**src/rtl/qspi_pkg.sv**
```systemverilog
package qspi_pkg;
    localparam int QA_W   = 4;
    localparam int QDEPTH = 1 << QA_W;
    localparam int WORD_W = 16;
    localparam int LEN_W  = 5;
    localparam int EDGE_W = LEN_W + 1;
    localparam int BAUD_W = 8;
    localparam int NPCS   = 4;
    localparam int ADDR_W = 7;

    localparam logic [ADDR_W-1:0] A_CTRL = 7'h00;
    localparam logic [ADDR_W-1:0] A_PTR  = 7'h01;
    localparam logic [ADDR_W-1:0] A_IDLE = 7'h02;
    localparam logic [ADDR_W-1:0] A_GO   = 7'h03;
    localparam logic [ADDR_W-1:0] A_STAT = 7'h04;
    localparam logic [2:0] REG_CMD  = 3'b010;
    localparam logic [2:0] REG_DATA = 3'b100;

    typedef struct packed {
        logic              wom;
        logic              mstr;
        logic              cpha;
        logic              cpol;
        logic [3:0]        bits;
        logic [BAUD_W-1:0] baud;
    } ctrl_t;

    typedef struct packed {
        logic            len_en;
        logic [NPCS-1:0] pcs;
    } cmd_t;

    typedef enum logic [1:0] {ST_IDLE, ST_LOAD, ST_SHIFT} qstate_t;

    function automatic logic [LEN_W-1:0] word_len(input logic len_en, input logic [3:0] bits);
        if (!len_en)
            return LEN_W'(8);
        if (bits < 4'd8)
            return LEN_W'(16);
        return {1'b0, bits};
    endfunction
endpackage

```
**src/rtl/qspi_clkdiv.sv**
```systemverilog
module qspi_clkdiv
    import qspi_pkg::*;
(
    input  logic              clk,
    input  logic              rst,
    input  logic              run,
    input  logic [BAUD_W-1:0] baud,
    output logic              tick
);
    logic [BAUD_W-1:0] cnt;
    logic [BAUD_W-1:0] div;

    assign div  = (baud == '0) ? BAUD_W'(1) : baud;
    assign tick = run && (cnt == div);

    always_ff @(posedge clk) begin
        if (rst || !run || tick)
            cnt <= '0;
        else
            cnt <= cnt + BAUD_W'(1);
    end

    AST_TICK_SPACING: assert property (@(posedge clk) disable iff (rst)
        tick |=> !tick);
endmodule

```
**src/rtl/qspi_shifter.sv**
```systemverilog
module qspi_shifter
    import qspi_pkg::*;
(
    input  logic              clk,
    input  logic              rst,
    input  logic              load,
    input  logic              tick,
    input  logic              cpol,
    input  logic              cpha,
    input  logic [LEN_W-1:0]  nbits,
    input  logic [WORD_W-1:0] tx_word,
    input  logic              miso,
    output logic              sck_o,
    output logic              mosi,
    output logic [WORD_W-1:0] rx_word,
    output logic              word_done
);
    logic [WORD_W-1:0] tx_sh;
    logic [WORD_W-1:0] rx_sh;
    logic [EDGE_W-1:0] edge_q;
    logic              lead;
    logic              last;

    assign lead    = ~edge_q[0];
    assign last    = tick && (edge_q == ({nbits, 1'b0} - EDGE_W'(1)));
    assign mosi    = tx_sh[WORD_W-1];
    assign rx_word = rx_sh;

    always_ff @(posedge clk) begin
        if (rst) begin
            tx_sh     <= '0;
            rx_sh     <= '0;
            edge_q    <= '0;
            sck_o     <= 1'b0;
            word_done <= 1'b0;
        end else if (load) begin
            tx_sh     <= tx_word << (LEN_W'(WORD_W) - nbits);
            rx_sh     <= '0;
            edge_q    <= '0;
            sck_o     <= cpol;
            word_done <= 1'b0;
        end else begin
            word_done <= last;
            if (tick) begin
                sck_o  <= ~sck_o;
                edge_q <= edge_q + EDGE_W'(1);
                if (lead ^ cpha)
                    rx_sh <= {rx_sh[WORD_W-2:0], miso};
                else if (edge_q != '0)
                    tx_sh <= tx_sh << 1;
            end
        end
    end

    AST_SCK_HOME: assert property (@(posedge clk) disable iff (rst)
        word_done |-> (sck_o == cpol));
    AST_RX_JUSTIFY: assert property (@(posedge clk) disable iff (rst)
        word_done |-> ((rx_sh >> nbits) == '0));
endmodule

```
**src/rtl/qspi_master.sv**
```systemverilog
module qspi_master
    import qspi_pkg::*;
(
    input  logic              clk,
    input  logic              rst,
    input  logic              wr_en,
    input  logic [ADDR_W-1:0] wr_addr,
    input  logic [WORD_W-1:0] wr_data,
    input  logic [ADDR_W-1:0] rd_addr,
    output logic [WORD_W-1:0] rd_data,
    output logic              sck,
    output logic              mosi,
    input  logic              miso,
    output logic [NPCS-1:0]   pcs,
    input  logic              ss_n,
    output logic              wired_or
);
    ctrl_t             ctrl;
    qstate_t           state;
    logic [QA_W-1:0]   q_start, q_end, cur;
    logic              idle_sck;
    logic [NPCS-1:0]   idle_pcs;
    logic              done_f, modf_f;
    cmd_t              cmd_mem [QDEPTH];
    logic [WORD_W-1:0] tx_mem  [QDEPTH];
    logic [WORD_W-1:0] rx_mem  [QDEPTH];

    cmd_t              cur_cmd;
    logic [LEN_W-1:0]  nbits;
    logic              busy, modf_hit, go_wr, tick, sck_sh, word_done;
    logic [WORD_W-1:0] rx_word;
    logic [QA_W-1:0]   w_idx;

    assign cur_cmd  = cmd_mem[cur];
    assign nbits    = word_len(cur_cmd.len_en, ctrl.bits);
    assign busy     = (state != ST_IDLE);
    assign modf_hit = ctrl.mstr && !ss_n;
    assign go_wr    = wr_en && (wr_addr == A_GO) && wr_data[0];
    assign w_idx    = wr_addr[QA_W-1:0];

    qspi_clkdiv u_div (
        .clk  (clk),
        .rst  (rst),
        .run  (state == ST_SHIFT),
        .baud (ctrl.baud),
        .tick (tick)
    );

    qspi_shifter u_sh (
        .clk       (clk),
        .rst       (rst),
        .load      (state == ST_LOAD),
        .tick      (tick),
        .cpol      (ctrl.cpol),
        .cpha      (ctrl.cpha),
        .nbits     (nbits),
        .tx_word   (tx_mem[cur]),
        .miso      (miso),
        .sck_o     (sck_sh),
        .mosi      (mosi),
        .rx_word   (rx_word),
        .word_done (word_done)
    );

    always_comb begin
        unique case (state)
            ST_SHIFT: sck = sck_sh;
            ST_LOAD:  sck = ctrl.cpol;
            default:  sck = idle_sck;
        endcase
        pcs      = busy ? cur_cmd.pcs : idle_pcs;
        wired_or = ctrl.wom;
    end

    always_comb begin
        rd_data = '0;
        if (rd_addr == A_CTRL)
            rd_data = ctrl;
        else if (rd_addr == A_PTR)
            rd_data = {8'd0, q_end, q_start};
        else if (rd_addr == A_IDLE)
            rd_data = {11'd0, idle_pcs, idle_sck};
        else if (rd_addr == A_STAT)
            rd_data = {8'd0, cur, 1'b0, busy, modf_f, done_f};
        else if (rd_addr[ADDR_W-1:QA_W] == REG_DATA)
            rd_data = rx_mem[rd_addr[QA_W-1:0]];
        else if (rd_addr[ADDR_W-1:QA_W] == REG_CMD)
            rd_data = {11'd0, cmd_mem[rd_addr[QA_W-1:0]]};
    end

    always_ff @(posedge clk) begin
        if (rst) begin
            ctrl     <= '0;
            state    <= ST_IDLE;
            q_start  <= '0;
            q_end    <= '0;
            cur      <= '0;
            idle_sck <= 1'b0;
            idle_pcs <= '0;
            done_f   <= 1'b0;
            modf_f   <= 1'b0;
            for (int i = 0; i < QDEPTH; i++) begin
                cmd_mem[i] <= '0;
                tx_mem[i]  <= '0;
                rx_mem[i]  <= '0;
            end
        end else begin
            if (wr_en) begin
                if (wr_addr == A_CTRL)
                    ctrl <= wr_data;
                else if (wr_addr == A_PTR)
                    {q_end, q_start} <= wr_data[2*QA_W-1:0];
                else if (wr_addr == A_IDLE)
                    {idle_pcs, idle_sck} <= wr_data[NPCS:0];
                else if (wr_addr[ADDR_W-1:QA_W] == REG_CMD)
                    cmd_mem[w_idx] <= wr_data[NPCS:0];
                else if (wr_addr[ADDR_W-1:QA_W] == REG_DATA)
                    tx_mem[w_idx] <= wr_data;
            end
            unique case (state)
                ST_IDLE: if (go_wr && ctrl.mstr) begin
                    state  <= ST_LOAD;
                    cur    <= q_start;
                    done_f <= 1'b0;
                    modf_f <= 1'b0;
                end
                ST_LOAD: state <= ST_SHIFT;
                default: if (word_done) begin
                    rx_mem[cur] <= rx_word;
                    if (cur == q_end) begin
                        state  <= ST_IDLE;
                        done_f <= 1'b1;
                    end else begin
                        cur   <= cur + QA_W'(1);
                        state <= ST_LOAD;
                    end
                end
            endcase
            if (modf_hit) begin
                modf_f    <= 1'b1;
                ctrl.mstr <= 1'b0;
                state     <= ST_IDLE;
            end
        end
    end

    AST_MODF_ABORT: assert property (@(posedge clk) disable iff (rst)
        modf_hit |=> (state == ST_IDLE && modf_f && !ctrl.mstr));
    AST_PCS_HOLD: assert property (@(posedge clk) disable iff (rst)
        (state == ST_SHIFT && $past(state) == ST_SHIFT) |-> $stable(pcs));
    AST_IDLE_PINS: assert property (@(posedge clk) disable iff (rst)
        (state == ST_IDLE && $past(state) == ST_IDLE && !$past(wr_en && wr_addr == A_IDLE))
            |-> ($stable(sck) && $stable(pcs)));
    AST_NO_SLAVE_START: assert property (@(posedge clk) disable iff (rst)
        (state == ST_IDLE && !ctrl.mstr) |=> (state == ST_IDLE));
endmodule

```
**config.mk**
```make
export PLATFORM = sky130hd
export DESIGN_NAME = qspi_master
export DESIGN_NICKNAME = d
export VERILOG_FILES = /design/src/rtl/qspi_pkg.sv /design/src/rtl/qspi_clkdiv.sv /design/src/rtl/qspi_shifter.sv /design/src/rtl/qspi_master.sv
export SDC_FILE = /design/constraint.sdc
export NUM_CORES = 1
export LEC_CHECK = 0
export BUFFER_PORTS_ARGS = -buffer_cell sky130_fd_sc_hd__clkbuf_2
export CORE_ASPECT_RATIO = 1.25
export CORE_MARGIN = 4
export CORE_UTILIZATION = 35
export CTS_BUF_LIST = sky130_fd_sc_hd__clkbuf_8 sky130_fd_sc_hd__clkbuf_16
export CTS_CLUSTER_DIAMETER = 60
export DETAILED_ROUTE_END_ITERATION = 6
export GPL_TIMING_DRIVEN = 0
export MAX_ROUTING_LAYER = met4
export PLACE_DENSITY = 0.54
export SETUP_SLACK_MARGIN = 0.05
export SLEW_MARGIN = 20
export SYNTH_ARGS = -nofsm -noshare
export SYNTH_HDL_FRONTEND = slang
export SYNTH_SLANG_ARGS = --single-unit
export TNS_END_PERCENT = 1
```
**constraint.sdc**
```tcl
create_clock -name clk -period 6.9 [get_ports clk]
set_input_delay 1.38 -clock clk [delete_from_list [all_inputs] [get_ports clk]]
set_output_delay 1.38 -clock clk [all_outputs]
set_load 0.1 [all_outputs]
```
==> results.md, run 1 <==
| Group | Parameter | Reported |
|---|---|---|
| global route | Maximum number of pins on one net before global-route repair | 17 |
| power | Total power density per cell area | 252 mW/mm² |
| critical path | Kind of start point of the critical path | input port |
| critical path | Type of the worst setup path | in -> out |
| final layout | Area Growth Syn to Fin | 14.7% |
| die | Overall die width | 280 µm |
| clock network | Clock slew at reported path FFs | 0.06 ns |
| critical path | Critical path capture point type | output pin |
| clock network | TritonCTS buffer count | 75 |
| routing | DRT iter0 DRCs | 1868 |
| critical path | Slowest cell on the critical path | sky130_fd_sc_hd__clkbuf_1 |
| logic synthesis | Post-Synth Simple-Gate Area | 16.1% |
| clock network | Maximum number of buffers from clock root to sink | 3 |
| logic synthesis | Post-synthesis area per instance | 14.1 µm² |
| timing | Count of pins over their slew limit | 0 |
| routing | Number of vias after detailed routing | 20300 |
| clock network | Latest clock arrival within the worst-skew pair | 0.63 ns |
| logic synthesis | Prevailing post-synth register cell | sky130_fd_sc_hd__edfxtp_1 |
| critical path | Peak per-stage delay on the critical path | 0.62 ns |
| logic synthesis | Flop and latch count out of synthesis | 681 |
| placement | Weighted congestion at the end of routability-driven global placement | 0.907 |
| critical path | CP top delay family | buffers and inverters |
| logic synthesis | Dominant combinational cell family by area after synthesis | simple AND/OR/NAND/NOR gates |
| job | Max Cap Violations | 0 |
| logic synthesis | Share of the yosys chip area belonging to registers | 60.2% |
| timing | Setup-violating endpoint count in the final report | 0 |
| global route | GRT Total Usage | 20.6% |
| final layout | Number of nets in the finished design | 2510 |
| logic synthesis | Post-synthesis compound-gate area fraction | 4.38% |
| placement | Detailed placer's ending HPWL | 73.0 mm |
| logic synthesis | Async SR Flop Fraction | 0% |
| logic synthesis | Share of the synthesized area in the top cell type | 54.8% |
| routing | Count of antenna-violating nets left after detailed routing | 0 |
| placement | Post-placement cell count | 3584 |
| logic synthesis | Number of different library cells in the post-synthesis netlist | 64 |
| timing | Worst Clk Skew | 0.0339 ns |
| worst hold path | Path class of the lowest-slack min-delay path | reg -> reg |
| logic synthesis | Leading area contributor after synthesis | sky130_fd_sc_hd__edfxtp_1 |
| final layout | Share of cells above drive strength 1 | 17.8% |
| timing | Setup repair after global routing missed its margin | no |
| global route | Aggregate global routing overflow | 0 |
| logic synthesis | Net count of the mapped netlist | 2356 |
| routing | Average vias per placed instance | 5.44 |
| die | Std cell rows | 124 |
| critical path | Buffers plus inverters on the worst setup path | 4 |
| logic synthesis | Adder-cell area share of the yosys netlist | 0.424% |
| clock network | H-tree Lvls | 3 |
| logic synthesis | Multiplexer fraction of the synthesized cell area | 15.5% |
| timing | Hold slack | 0.478 ns |
| placement | Quantity of I/O buffers inserted on ports | 53 |
| timing | Transition time at the pin with the least slew margin | 1.21 ns |
| routing | Number of detailed-route iterations in the first pass | 7 |
| die | DIE HEIGHT | 349 µm |
| timing | Number of hold violations in the final report | 0 |
| critical path | Crit path required time | 5.52 ns |
| status | Status | finished, final reports clean |
| critical path | Data arrival at the endpoint of the critical path | 5.21 ns |
| timing | Final setup slack of the worst path | 0.314 ns |
| timing | Fmax | 0.152 GHz |
| global route | Initial antenna violation count | 4 |
| timing | Min Tclk post-route | 6.59 ns |
| global route | Wire length of the first global-routing pass | 143 mm |
| timing | Crit share post-route | 95.5% |
| die | Ports placed on the boundary | 58 |
| die | Total Die Area | 0.0977 mm² |
| placement | Post-placement setup slack | 0.120 ns |
| timing | Max transition margin | 19.6% |
| routing | Post-DR wirelength/cell | 26.3 µm |
| critical path | Maximum fanout along the worst path | 10 |
| logic synthesis | Number of synthesized flops with an enable pin | 592 |
| power | Leak | 12.9 nW |
| power | Largest voltage drop on the vdd net | 0.169 mV |
| clock network | Clk sink count | 681 |
| critical path | Worst path most repeated cell | sky130_fd_sc_hd__clkbuf_1 |
| die | Effective utilization at floorplan | 35.4% |
| logic synthesis | Synthesized instance count | 2310 |
| global route | Via count of the first global-routing pass | 21200 |
| logic synthesis | Xor-xnor portion of the synthesized cell area | 0.832% |
| routing | DRC violation count after routing | 0 |
| logic synthesis | Area of the mapped netlist | 0.0325 mm² |
| final layout | Finished Layout Cells | 3728 |
| clock network | Post-cts hold buffer count | 0 |
| final layout | Commonest cells after routing, fill and taps aside | sky130_fd_sc_hd__edfxtp_1, sky130_fd_sc_hd__and2_1, sky130_fd_sc_hd__mux4_2 |
| clock network | Clock tree from TritonCTS | done |
| clock network | Root Buffer Master | sky130_fd_sc_hd__clkbuf_16 |
| final layout | Fill cell instance count of the final layout | 8480 |
| logic synthesis | Largest cells by area after synthesis | sky130_fd_sc_hd__edfxtp_1, sky130_fd_sc_hd__mux4_2, sky130_fd_sc_hd__and2_1 |
| die | Total core area | 0.0917 mm² |
| timing | Final setup TNS | 0 ns |
| routing | Routed WL | 98.1 mm |
| logic synthesis | Count of warnings emitted by yosys | 0 |
| critical path | CP cell instances | clkbuf_1, buf_1, clkbuf_1, nor2b_1, a22oi_1, o22ai_1, nor2_1, a21oi_1, clkbuf_2 |
| final layout | Most common library cell in the layout ignoring fill and taps | sky130_fd_sc_hd__edfxtp_1 |
## worst reg2reg max path, stage by stage, from the launching register on
cell and delay, ns:
sky130_fd_sc_hd__dfxtp_1 0.42, sky130_fd_sc_hd__inv_1 0.11, sky130_fd_sc_hd__ha_1 0.19, sky130_fd_sc_hd__clkbuf_1 0.19, sky130_fd_sc_hd__or2_2 0.33, sky130_fd_sc_hd__clkbuf_1 0.32
sky130_fd_sc_hd__nor3b_1 0.71, sky130_fd_sc_hd__nand2_1 0.45, sky130_fd_sc_hd__nor3_1 0.99, sky130_fd_sc_hd__or2_2 0.60
## per-layer routing
metal,global-route usage [%],vias to the layer above,share of wire [%]
met5,-,-,0
met4,6.95,0,3.6
met3,3.10,196,5.5
met2,35.2,704,51
met1,25.0,10500,40
li1,-,8930,-
## logic make-up after synthesis
group / count (synthesis)
XOR/XNOR: 30
flip-flops: 681
AND/OR/NAND/NOR: 932
adder cells (fa/ha/maj): 11
multiplexers: 254
buffers and inverters: 191
AO/OA/AOI/OAI: 211
## per-stage QoR
step,util [%],power [W],area [µm²]
4_1_cts,40.6,0.00944,37200
2_1_floorplan,-,0.00510,32500
3_5_place_dp,37.9,0.00537,34700
3_3_place_gp,37.3,0.00533,34200
5_1_grt,40.6,0.00964,37200
6_report,40.6,0.00938,37300
## sequential cells by signal, summed over array words and instances, names as in the netlist, 6 cells and up, named ones only
register	cells
u_sh.rx_word	16
u_sh.tx_sh	16
u_sh.edge_q	6
tx_mem	256
u_div.cnt	8
rx_mem	256
cmd_mem	80
ctrl	15
## what timing repair did
item | in CTS | in global routing
setup buffers | 0 | 0
endpoints found under the setup margin | 0 | 4
endpoints found under the hold margin | 0 | 0
gates resized for setup | 0 | 2
## final timing paths
check | from | slack (ns) | end | depth (start not counted)
setup / recovery | rd_addr[1] | 0.31 | rd_data[2] | 9
hold / removal | modf_f | 0.48 | modf_f | 2
setup reg to reg | state[1] | 2.21 | rx_mem[3][3] | 9
hold reg to reg | modf_f | 0.48 | modf_f | 2
## cells in the mapped netlist (6+ instances only)
cell type	number
sky130_fd_sc_hd__dfxtp_1	89
sky130_fd_sc_hd__nor3_1	17
sky130_fd_sc_hd__inv_1	17
sky130_fd_sc_hd__and2_1	556
sky130_fd_sc_hd__or2_2	8
sky130_fd_sc_hd__a22o_1	12
sky130_fd_sc_hd__clkbuf_1	149
sky130_fd_sc_hd__buf_1	6
sky130_fd_sc_hd__mux2i_1	53
sky130_fd_sc_hd__nand3_1	18
sky130_fd_sc_hd__o22ai_1	7
sky130_fd_sc_hd__ha_1	11
sky130_fd_sc_hd__edfxtp_1	592
sky130_fd_sc_hd__xnor2_1	16
sky130_fd_sc_hd__nor2b_1	14
sky130_fd_sc_hd__a31oi_1	9
sky130_fd_sc_hd__nand4_1	11
sky130_fd_sc_hd__and3_1	47
sky130_fd_sc_hd__a22oi_1	49
sky130_fd_sc_hd__a21oi_1	37
sky130_fd_sc_hd__nand2_1	101
sky130_fd_sc_hd__o21ai_0	51
sky130_fd_sc_hd__mux4_2	193
sky130_fd_sc_hd__buf_6	6
sky130_fd_sc_hd__xor2_1	13
sky130_fd_sc_hd__nor2_1	136
sky130_fd_sc_hd__buf_2	7
sky130_fd_sc_hd__nand2b_1	7
## layout make-up
| cell class | count | area [µm²] | share of cell area, % |
|---|---|---|---|
| antenna | 6 | 15.0 | 0.0403 |
| multi-input combinational | 1438 | 12200 | 32.9 |
| clock inverter | 56 | 518 | 1.39 |
| inverter | 18 | 67.6 | 0.181 |
| tap | 1197 | 1500 | 4.02 |
| clock buffer | 82 | 1980 | 5.33 |
| buffer | 173 | 751 | 2.02 |
| timing repair buffer | 77 | 619 | 1.66 |
| sequential | 681 | 19600 | 52.5 |
## power by group
group	switching, W	internal, W	leakage (nW)
clock	0.00174	0.00236	1.30
sequential	0.0000571	0.00464	6.34
combinational	0.000374	0.000210	5.30
total	0.00217	0.00721	12.9
Note: power is estimated with default switching activity, not from simulation.
==> run 2, diff against run 1 <==
Settings changed: ABC_AREA from default to 0, PLACE_DENSITY 0.54 to 0.56.
Clock period 6.9 ns to 5.5 ns, I/O delays scaled along.
==> run 2 against run 1 <==
  * Combinational power rose by 23%
  * Design area fell by 0.56%
  * Sequential share of layout area rose by 0.30 points
  * Non-clock buffer count fell by 3
  * Hold slack got worse by 0.011 ns
  * Total power rose by 22%
  * Register-to-register slack got worse by 1.2 ns
  * Clock skew fell by 0.0097 ns
  * Count of clock-buffer cells in the layout fell by 6
  * Critical path type unchanged
  * Critical endpoint is now rd_data[0]
  * Largest power group unchanged
==> results.md, run 2 (synthesized netlist as in run 1, its figures left out) <==
| Group | Parameter | Reported | Change |
|---|---|---|---|
| die | Ports placed on the boundary | 58 | unchanged |
| final layout | Final standard cell utilization of the core | 40.4% | -0.23 points |
| placement | Quantity of I/O buffers inserted on ports | 53 | unchanged |
| placement | Detailed placer's ending HPWL | 71.9 mm | -1.5% |
| clock network | H-tree Lvls | 3 | unchanged |
| final layout | Biggest registers after layout | rx_mem x256, tx_mem x256, cmd_mem x80 |  |
| critical path | Data arrival at the endpoint of the critical path | 4.33 ns | -0.88 ns |
| placement | Weighted congestion at the end of routability-driven global placement | 0.894 | -1.4% |
| power | Relative contribution of the clock network to total power | 42.3% | -1.4 points |
| timing | Worst Clk Skew | 0.0242 ns | -0.00971 ns |
| routing | DRT iter0 DRCs | 1700 | -9.0% |
| power | Pint | 0.00885 W | +23% |
| die | Total Die Area | 0.0977 mm² | unchanged |
| die | Total core area | 0.0917 mm² | unchanged |
| placement | Post-placement setup slack | -0.659 ns | -0.778 ns |
| final layout | Number of nets in the finished design | 2505 | -0.20% |
| status | Status | finished, final reports clean |  |
| timing | Setup repair after global routing missed its margin | yes |  |
| timing | Fmax | 0.184 GHz |  |
| timing | Max transition margin | 21.9% | +2.3 points |
| worst hold path | Path class of the lowest-slack min-delay path | reg -> reg |  |
| final layout | FF/Latch Area | 0.0196 mm² | unchanged |
| clock network | Root Buffer Master | sky130_fd_sc_hd__clkbuf_16 |  |
| power | Combinational cell fraction of total power | 6.3% | about the same |
| critical path | Crit path required time | 4.40 ns | -1.12 ns |
| die | Overall die width | 280 µm | unchanged |
| clock network | Clk sink count | 681 | unchanged |
| routing | DRC violation count after routing | 0 | unchanged |
| timing | Number of hold violations in the final report | 0 | unchanged |
| timing | Crit share post-route | 98.8% |  |
| global route | Maximum number of pins on one net before global-route repair | 20 | +3 |
| critical path | Type of the worst setup path | in -> out |  |
| die | Std cell rows | 124 | unchanged |
| final layout | Multi-input combinational cell area | 0.0122 mm² | about the same |
| global route | GRT Total Usage | 20.3% | -0.30 points |
| die | Effective utilization at floorplan | 35.4% | unchanged |
| routing | Count of antenna-violating nets left after detailed routing | 0 | unchanged |
| timing | Transition time at the pin with the least slew margin | 1.17 ns | -0.0343 ns |
| timing | Min Tclk post-route | 5.43 ns |  |
| global route | Initial antenna violation count | 6 | +2 |
| power | P_sw | 0.00262 W | +21% |
| routing | Average vias per placed instance | 5.44 | about the same |
| final layout | Most common library cell in the layout ignoring fill and taps | sky130_fd_sc_hd__edfxtp_1 |  |
| final layout | Area Growth Syn to Fin | 14.1% |  |
| power | Total power density per cell area | 310 mW/mm² | +23% |
| critical path | Maximum fanout along the worst path | 10 | unchanged |
| global route | Via count of the first global-routing pass | 21200 | +0.17% |
| clock network | Latest clock arrival within the worst-skew pair | 0.65 ns | +0.02 ns |
| routing | Number of detailed-route iterations in the first pass | 5 | -2 |
| timing | Count of pins over their slew limit | 0 | unchanged |
| clock network | Maximum number of buffers from clock root to sink | 3 | unchanged |
| job | Max Cap Violations | 0 | unchanged |
| global route | Aggregate global routing overflow | 0 | unchanged |
| power | Largest voltage drop on the vdd net | 0.195 mV | +15% |
| global route | Wire length of the first global-routing pass | 141 mm | -1.4% |
| critical path | Critical path capture point type | output pin |  |
| timing | Final setup slack of the worst path | 0.0672 ns | -0.246 ns |
| clock network | TritonCTS buffer count | 73 | -2.7% |
| power | Leak | 12.9 nW | -0.54% |
| timing | Setup-violating endpoint count in the final report | 0 | unchanged |
| power | Switching part of the total | 22.8% | -0.30 points |
| final layout | Commonest cells after routing, fill and taps aside | sky130_fd_sc_hd__edfxtp_1, sky130_fd_sc_hd__and2_1, sky130_fd_sc_hd__mux4_2 |  |
| routing | Routed WL | 96.2 mm | -1.9% |
| routing | Number of vias after detailed routing | 20200 | -0.25% |
| final layout | Share of cells above drive strength 1 | 17.8% | +0.064 points |
| routing | Post-DR wirelength/cell | 25.9 µm | -1.6% |
| critical path | Internal reg-to-reg setup slack | 1.02 ns | -1.19 ns |
| die | DIE HEIGHT | 349 µm | unchanged |
| final layout | Fill cell instance count of the final layout | 8435 | -0.53% |
| power | Proportion of power drawn by flip-flops and latches | 51.4% | +1.3 points |
| critical path | Kind of start point of the critical path | input port |  |
| clock network | Buffers inserted by post-CTS timing repair | 0 | unchanged |
| clock network | Clock slew at reported path FFs | 0.06 ns | about the same |
| clock network | Clock tree from TritonCTS | done |  |
-- run 2: path summary, 6_finish.rpt --
check              from           end  cells past startpoint
max          rd_addr[1]    rd_data[0]                      9
min              modf_f        modf_f                      2
max reg2reg    state[1]  rx_mem[3][7]                      9
min reg2reg      modf_f        modf_f                      2
-- run 2: layer usage --
metal	vias up	track usage [%]	share of wire, %
met3	170	2.91	5.1
met1	10500	23.4	39
met4	0	7.47	3.7
met2	686	36.0	53
met5	-	-	0
li1	8927	-	-
-- run 2: stage by stage --
step                      std cells  TNS, ns  area [µm²]  hold WS (ns)  total power (W)
after floorplan                2310   -0.437       32500         0.436          0.00640
after global placement         3560  -181.78       34200         0.459          0.00668
after detailed placement       3582    -5.45       34700         0.452          0.00673
after CTS                      3713        0       37000         0.463           0.0115
after global routing           3718  -0.0109       37000         0.508           0.0118
final                          3718        0       37000         0.467           0.0115
-- run 2: area by class of cell --
class                      count  area share (%)
clock inverter                56            1.20
timing repair buffer          75            1.54
tap                         1197            4.04
inverter                      18           0.182
clock buffer                  76            5.07
buffer                       172            2.11
multi-input combinational   1438            33.0
antenna                        5          0.0338
sequential                   681            52.8
-- run 2: power groups by stage --
stage / clock network [W] / logic [W] / registers (W)
2_1_floorplan: 0 / 0.000428 / 0.00597
3_3_place_gp: 0 / 0.000679 / 0.00600
3_5_place_dp: 0 / 0.000720 / 0.00601
4_1_cts: 0.00492 / 0.000723 / 0.00590
5_1_grt: 0.00512 / 0.000752 / 0.00591
6_report: 0.00485 / 0.000720 / 0.00590
-- run 2: critical path, stage by stage --
cell and delay (ns):
sky130_fd_sc_hd__clkbuf_1 0.49, sky130_fd_sc_hd__clkbuf_1 0.72, sky130_fd_sc_hd__mux4_2 0.40, sky130_fd_sc_hd__mux4_2 0.29, sky130_fd_sc_hd__a22oi_1 0.08, sky130_fd_sc_hd__o22ai_1 0.18, sky130_fd_sc_hd__nor2_1 0.06, sky130_fd_sc_hd__a21oi_1 0.51
sky130_fd_sc_hd__clkbuf_4 0.48
-- run 2: timing repair --
item | CTS | global route
hold buffers | 0 | 0
setup endpoints to repair | 20 | 15
resized for setup | 16 | 14
==> run 3, diff against run 2 <==
Settings changed: SYNTH_HIERARCHICAL from default to 1.
==> run 3 against run 2 <==
  * Final cell count is 0.43% lower
  * Utilization down 0.48 points
  * First-iteration DRC count is 9.9% higher
  * Hold slack better by 0.0067 ns
  * Clock skew increased by 0.021 ns
  * Global-route usage is 0.29 points higher
  * Clock power rose by 4%
  * Routed wire length grew 2.8%
  * Largest cell class unchanged
  * Worst setup slack gained 0.15 ns
  * Sequential share of layout area shrank 0.24 points
==> results.md, run 3 <==
| Group | Parameter | Reported | Change |
|---|---|---|---|
| routing | Average vias per placed instance | 5.43 | -0.15% |
| timing | Number of hold violations in the final report | 0 | unchanged |
| timing | Crit share post-route | 96.1% | -2.7 points |
| job | Max Cap Violations | 0 | unchanged |
| logic synthesis | Post-synthesis area per instance | 14.3 µm² | +1.9% |
| final layout | Number of nets in the finished design | 2473 | -1.3% |
| clock network | Maximum number of buffers from clock root to sink | 3 | unchanged |
| final layout | Most common library cell in the layout ignoring fill and taps | sky130_fd_sc_hd__edfxtp_1 |  |
| logic synthesis | Top-count cell post-synth | sky130_fd_sc_hd__edfxtp_1 |  |
| logic synthesis | Number of different library cells in the post-synthesis netlist | 78 | +22% |
| final layout | Biggest registers after layout | rx_mem x256, tx_mem x256, cmd_mem x80 |  |
| placement | Post-Place Cell Area | 0.0347 mm² | +0.12% |
| clock network | Buffers inserted by post-CTS timing repair | 0 | unchanged |
| global route | Wire length of the first global-routing pass | 144 mm | +1.7% |
| final layout | Final design instance area without fill | 0.0372 mm² | +0.45% |
| clock network | H-tree Lvls | 3 | unchanged |
| logic synthesis | Flop and latch count out of synthesis | 681 | unchanged |
| timing | Count of pins over their slew limit | 0 | unchanged |
| logic synthesis | Async SR Flop Fraction | 0% | unchanged |
| final layout | Final standard cell utilization of the core | 39.9% | -0.48 points |
| timing | Fmax | 0.189 GHz | +2.8% |
| die | Total Die Area | 0.0991 mm² | +1.4% |
| critical path | Maximum fanout along the worst path | 10 | unchanged |
| critical path | Kind of start point of the critical path | input port |  |
| global route | Initial antenna violation count | 9 | +3 |
| clock network | Post-cts hold buffer count | 0 | unchanged |
| logic synthesis | Prevailing post-synth register cell | sky130_fd_sc_hd__edfxtp_1 |  |
| logic synthesis | Area of the mapped netlist | 0.0329 mm² | +1.5% |
| worst hold path | Path class of the lowest-slack min-delay path | reg -> reg |  |
| clock network | Clock slew at reported path FFs | 0.06 ns | about the same |
| logic synthesis | Net count of the mapped netlist | 2346 | -0.42% |
| logic synthesis | Share of the synthesized area in the top cell type | 54.0% | -0.79 points |
| global route | Aggregate global routing overflow | 0 | unchanged |
| final layout | Commonest cells after routing, fill and taps aside | sky130_fd_sc_hd__edfxtp_1, sky130_fd_sc_hd__and2_1, sky130_fd_sc_hd__mux4_2 |  |
| timing | Hold slack | 0.474 ns | +0.00666 ns |
| routing | Post-DR wirelength/cell | 26.7 µm | +3.2% |
| critical path | Data arrival at the endpoint of the critical path | 4.18 ns | -0.15 ns |
| clock network | TritonCTS buffer count | 75 | +2.7% |
| routing | Number of detailed-route iterations in the first pass | 5 | unchanged |
| routing | Routed WL | 98.9 mm | +2.8% |
| placement | Weighted congestion at the end of routability-driven global placement | 0.870 | -2.7% |
| critical path | Count of cells along the worst register-to-register path | 14 | +5 |
| logic synthesis | Count of warnings emitted by yosys | 6 | +6 |
| die | Effective utilization at floorplan | 35.3% | -0.068 points |
| logic synthesis | Most used standard cells in the synthesized netlist | sky130_fd_sc_hd__edfxtp_1, sky130_fd_sc_hd__and2_1, sky130_fd_sc_hd__mux4_2 |  |
| logic synthesis | Synthesized instance count | 2300 | -0.43% |
| timing | Worst Clk Skew | 0.0452 ns | +0.0210 ns |
| routing | Count of antenna-violating nets left after detailed routing | 0 | unchanged |
| critical path | Crit path required time | 4.40 ns | about the same |
| critical path | Capturing element of the worst setup path | rd_data[2] |  |
| critical path | CP startpoint | rd_addr[0] |  |
| timing | Max transition margin | 25.1% | +3.2 points |
| critical path | Type of the worst setup path | in -> out |  |
| global route | Maximum number of pins on one net before global-route repair | 17 | -15% |
| die | Overall die width | 282 µm | +0.71% |
| placement | Quantity of I/O buffers inserted on ports | 52 | -1.9% |
| critical path | Internal reg-to-reg setup slack | 0.78 ns | -0.24 ns |
| timing | Setup repair after global routing missed its margin | no |  |
| global route | GRT Total Usage | 20.6% | +0.29 points |
| status | Status | finished, final reports clean |  |
| clock network | Gates resized, CTS repair | 0 | -16 |
| logic synthesis | Number of synthesized flops with an enable pin | 592 | unchanged |
| clock network | Clock tree from TritonCTS | done |  |
| timing | Final setup TNS | 0 ns | unchanged |
| final layout | Finished Layout Cells | 3702 | -0.43% |
| power | Leak | 12.8 nW | -0.65% |
| routing | Number of vias after detailed routing | 20100 | -0.58% |
| placement | Post-placement cell count | 3558 | -0.67% |
| die | Ports placed on the boundary | 58 | unchanged |
| die | Total core area | 0.0932 mm² | +1.7% |
| die | DIE HEIGHT | 351 µm | +0.71% |
| final layout | Share of cells above drive strength 1 | 21.5% | +3.7 points |
| die | Std cell rows | 125 | +0.81% |
| global route | Via count of the first global-routing pass | 20800 | -2.2% |
| placement | Detailed placer's ending HPWL | 72.2 mm | +0.40% |
| logic synthesis | Leading area contributor after synthesis | sky130_fd_sc_hd__edfxtp_1 |  |
| clock network | Clk sink count | 681 | unchanged |
| routing | DRT iter0 DRCs | 1869 | +9.9% |
| timing | Setup-violating endpoint count in the final report | 0 | unchanged |
| timing | Min Tclk post-route | 5.28 ns | -0.149 ns |
| clock network | Root Buffer Master | sky130_fd_sc_hd__clkbuf_16 |  |
| routing | DRC violation count after routing | 0 | unchanged |
| critical path | Critical path capture point type | output pin |  |
| logic synthesis | Largest cells by area after synthesis | sky130_fd_sc_hd__edfxtp_1, sky130_fd_sc_hd__mux4_2, sky130_fd_sc_hd__and2_1 |  |
| critical path | R2R Path End | u_sh/tx_sh[6] |  |
| logic synthesis | Share of the yosys chip area belonging to registers | 59.4% | -0.87 points |
| power | Largest voltage drop on the vdd net | 0.202 mV | +3.5% |
| timing | Transition time at the pin with the least slew margin | 1.12 ns | -0.0507 ns |
| clock network | Latest clock arrival within the worst-skew pair | 0.65 ns | about the same |
| final layout | Area Growth Syn to Fin | 13.0% |  |
| power | Total power density per cell area | 314 mW/mm² | +1.3% |
## run 3: cell count changes after synthesis, moves of 34 or more
cell and change:
sky130_fd_sc_hd__nor2_1 -64, sky130_fd_sc_hd__a22oi_1 -43, sky130_fd_sc_hd__o21ai_0 -40, sky130_fd_sc_hd__a21oi_1 +37, sky130_fd_sc_hd__or2_2 +36, sky130_fd_sc_hd__buf_2 +34, sky130_fd_sc_hd__clkbuf_1 -34
## run 3: cell families after synthesis
group	Yosys count	synth area share, %
simple gates	929	16.8
flops	681	59.4
mux	268	16.2
buf+inv	198	2.67
compound gates	177	3.50
xor+xnor	36	1.04
fa+ha+maj	11	0.418
## run 3: power by group
group          leakage [nW]  internal, W  switching, W
clock                  1.28      0.00285       0.00217
sequential             6.34      0.00583     0.0000771
combinational          5.16     0.000256      0.000484
total                  12.8      0.00893       0.00273
## run 3: final cells by class
type	count	area [µm²]
fillers	8663	56000
flip-flops and latches	681	19600
multi-input cells	1421	12500
clock buffers	85	2060
well taps	1206	1510
plain buffers	177	800
clock inverters	53	417
repair buffers	52	260
inverters	19	71.3
diodes	8	20.0
## run 3: metrics by stage
| step | power [W] | worst slack, ns |
|---|---|---|
| floorplan | 0.00643 | 0.463 |
| global placement | 0.00674 | 0.113 |
| detailed placement | 0.00675 | 0.106 |
| CTS | 0.0118 | 0.0977 |
| global route | 0.0120 | 0.146 |
| finish | 0.0117 | 0.216 |
## run 3: worst max-delay path, cell delays in order
cell and delay [ns]:
sky130_fd_sc_hd__buf_2 0.24, sky130_fd_sc_hd__buf_6 0.26, sky130_fd_sc_hd__buf_4 0.35, sky130_fd_sc_hd__buf_4 0.24, sky130_fd_sc_hd__buf_4 0.20, sky130_fd_sc_hd__o21bai_1 0.08, sky130_fd_sc_hd__a211oi_1 0.42, sky130_fd_sc_hd__o22ai_1 0.18
sky130_fd_sc_hd__a21oi_1 0.50, sky130_fd_sc_hd__clkbuf_2 0.57
## run 3: worst min-delay path by stage
| stage | from | depth (start not counted) | slack [ns] | to |
|---|---|---|---|---|
| 2_1_floorplan | modf_f | 2 | 0.44 | modf_f |
| 3_3_place_gp | q_start[0] | 2 | 0.46 | q_start[0] |
| 3_5_place_dp | q_start[0] | 2 | 0.46 | q_start[0] |
| 4_1_cts | q_start[0] | 2 | 0.47 | q_start[0] |
| 5_1_grt | u_sh/tx_sh[7] | 2 | 0.49 | u_sh/tx_sh[7] |
| 6_report | q_start[0] | 2 | 0.47 | q_start[0] |
## run 3: per-layer routing
| layer | vias to the layer above | wire, µm | track usage [%] |
|---|---|---|---|
| met3 | 180 | 6180 | 3.96 |
| met5 | - | 0 | - |
| met1 | 10400 | 38500 | 24.1 |
| met4 | 0 | 4310 | 8.45 |
| met2 | 722 | 49900 | 34.8 |
| li1 | 8823 | - | - |
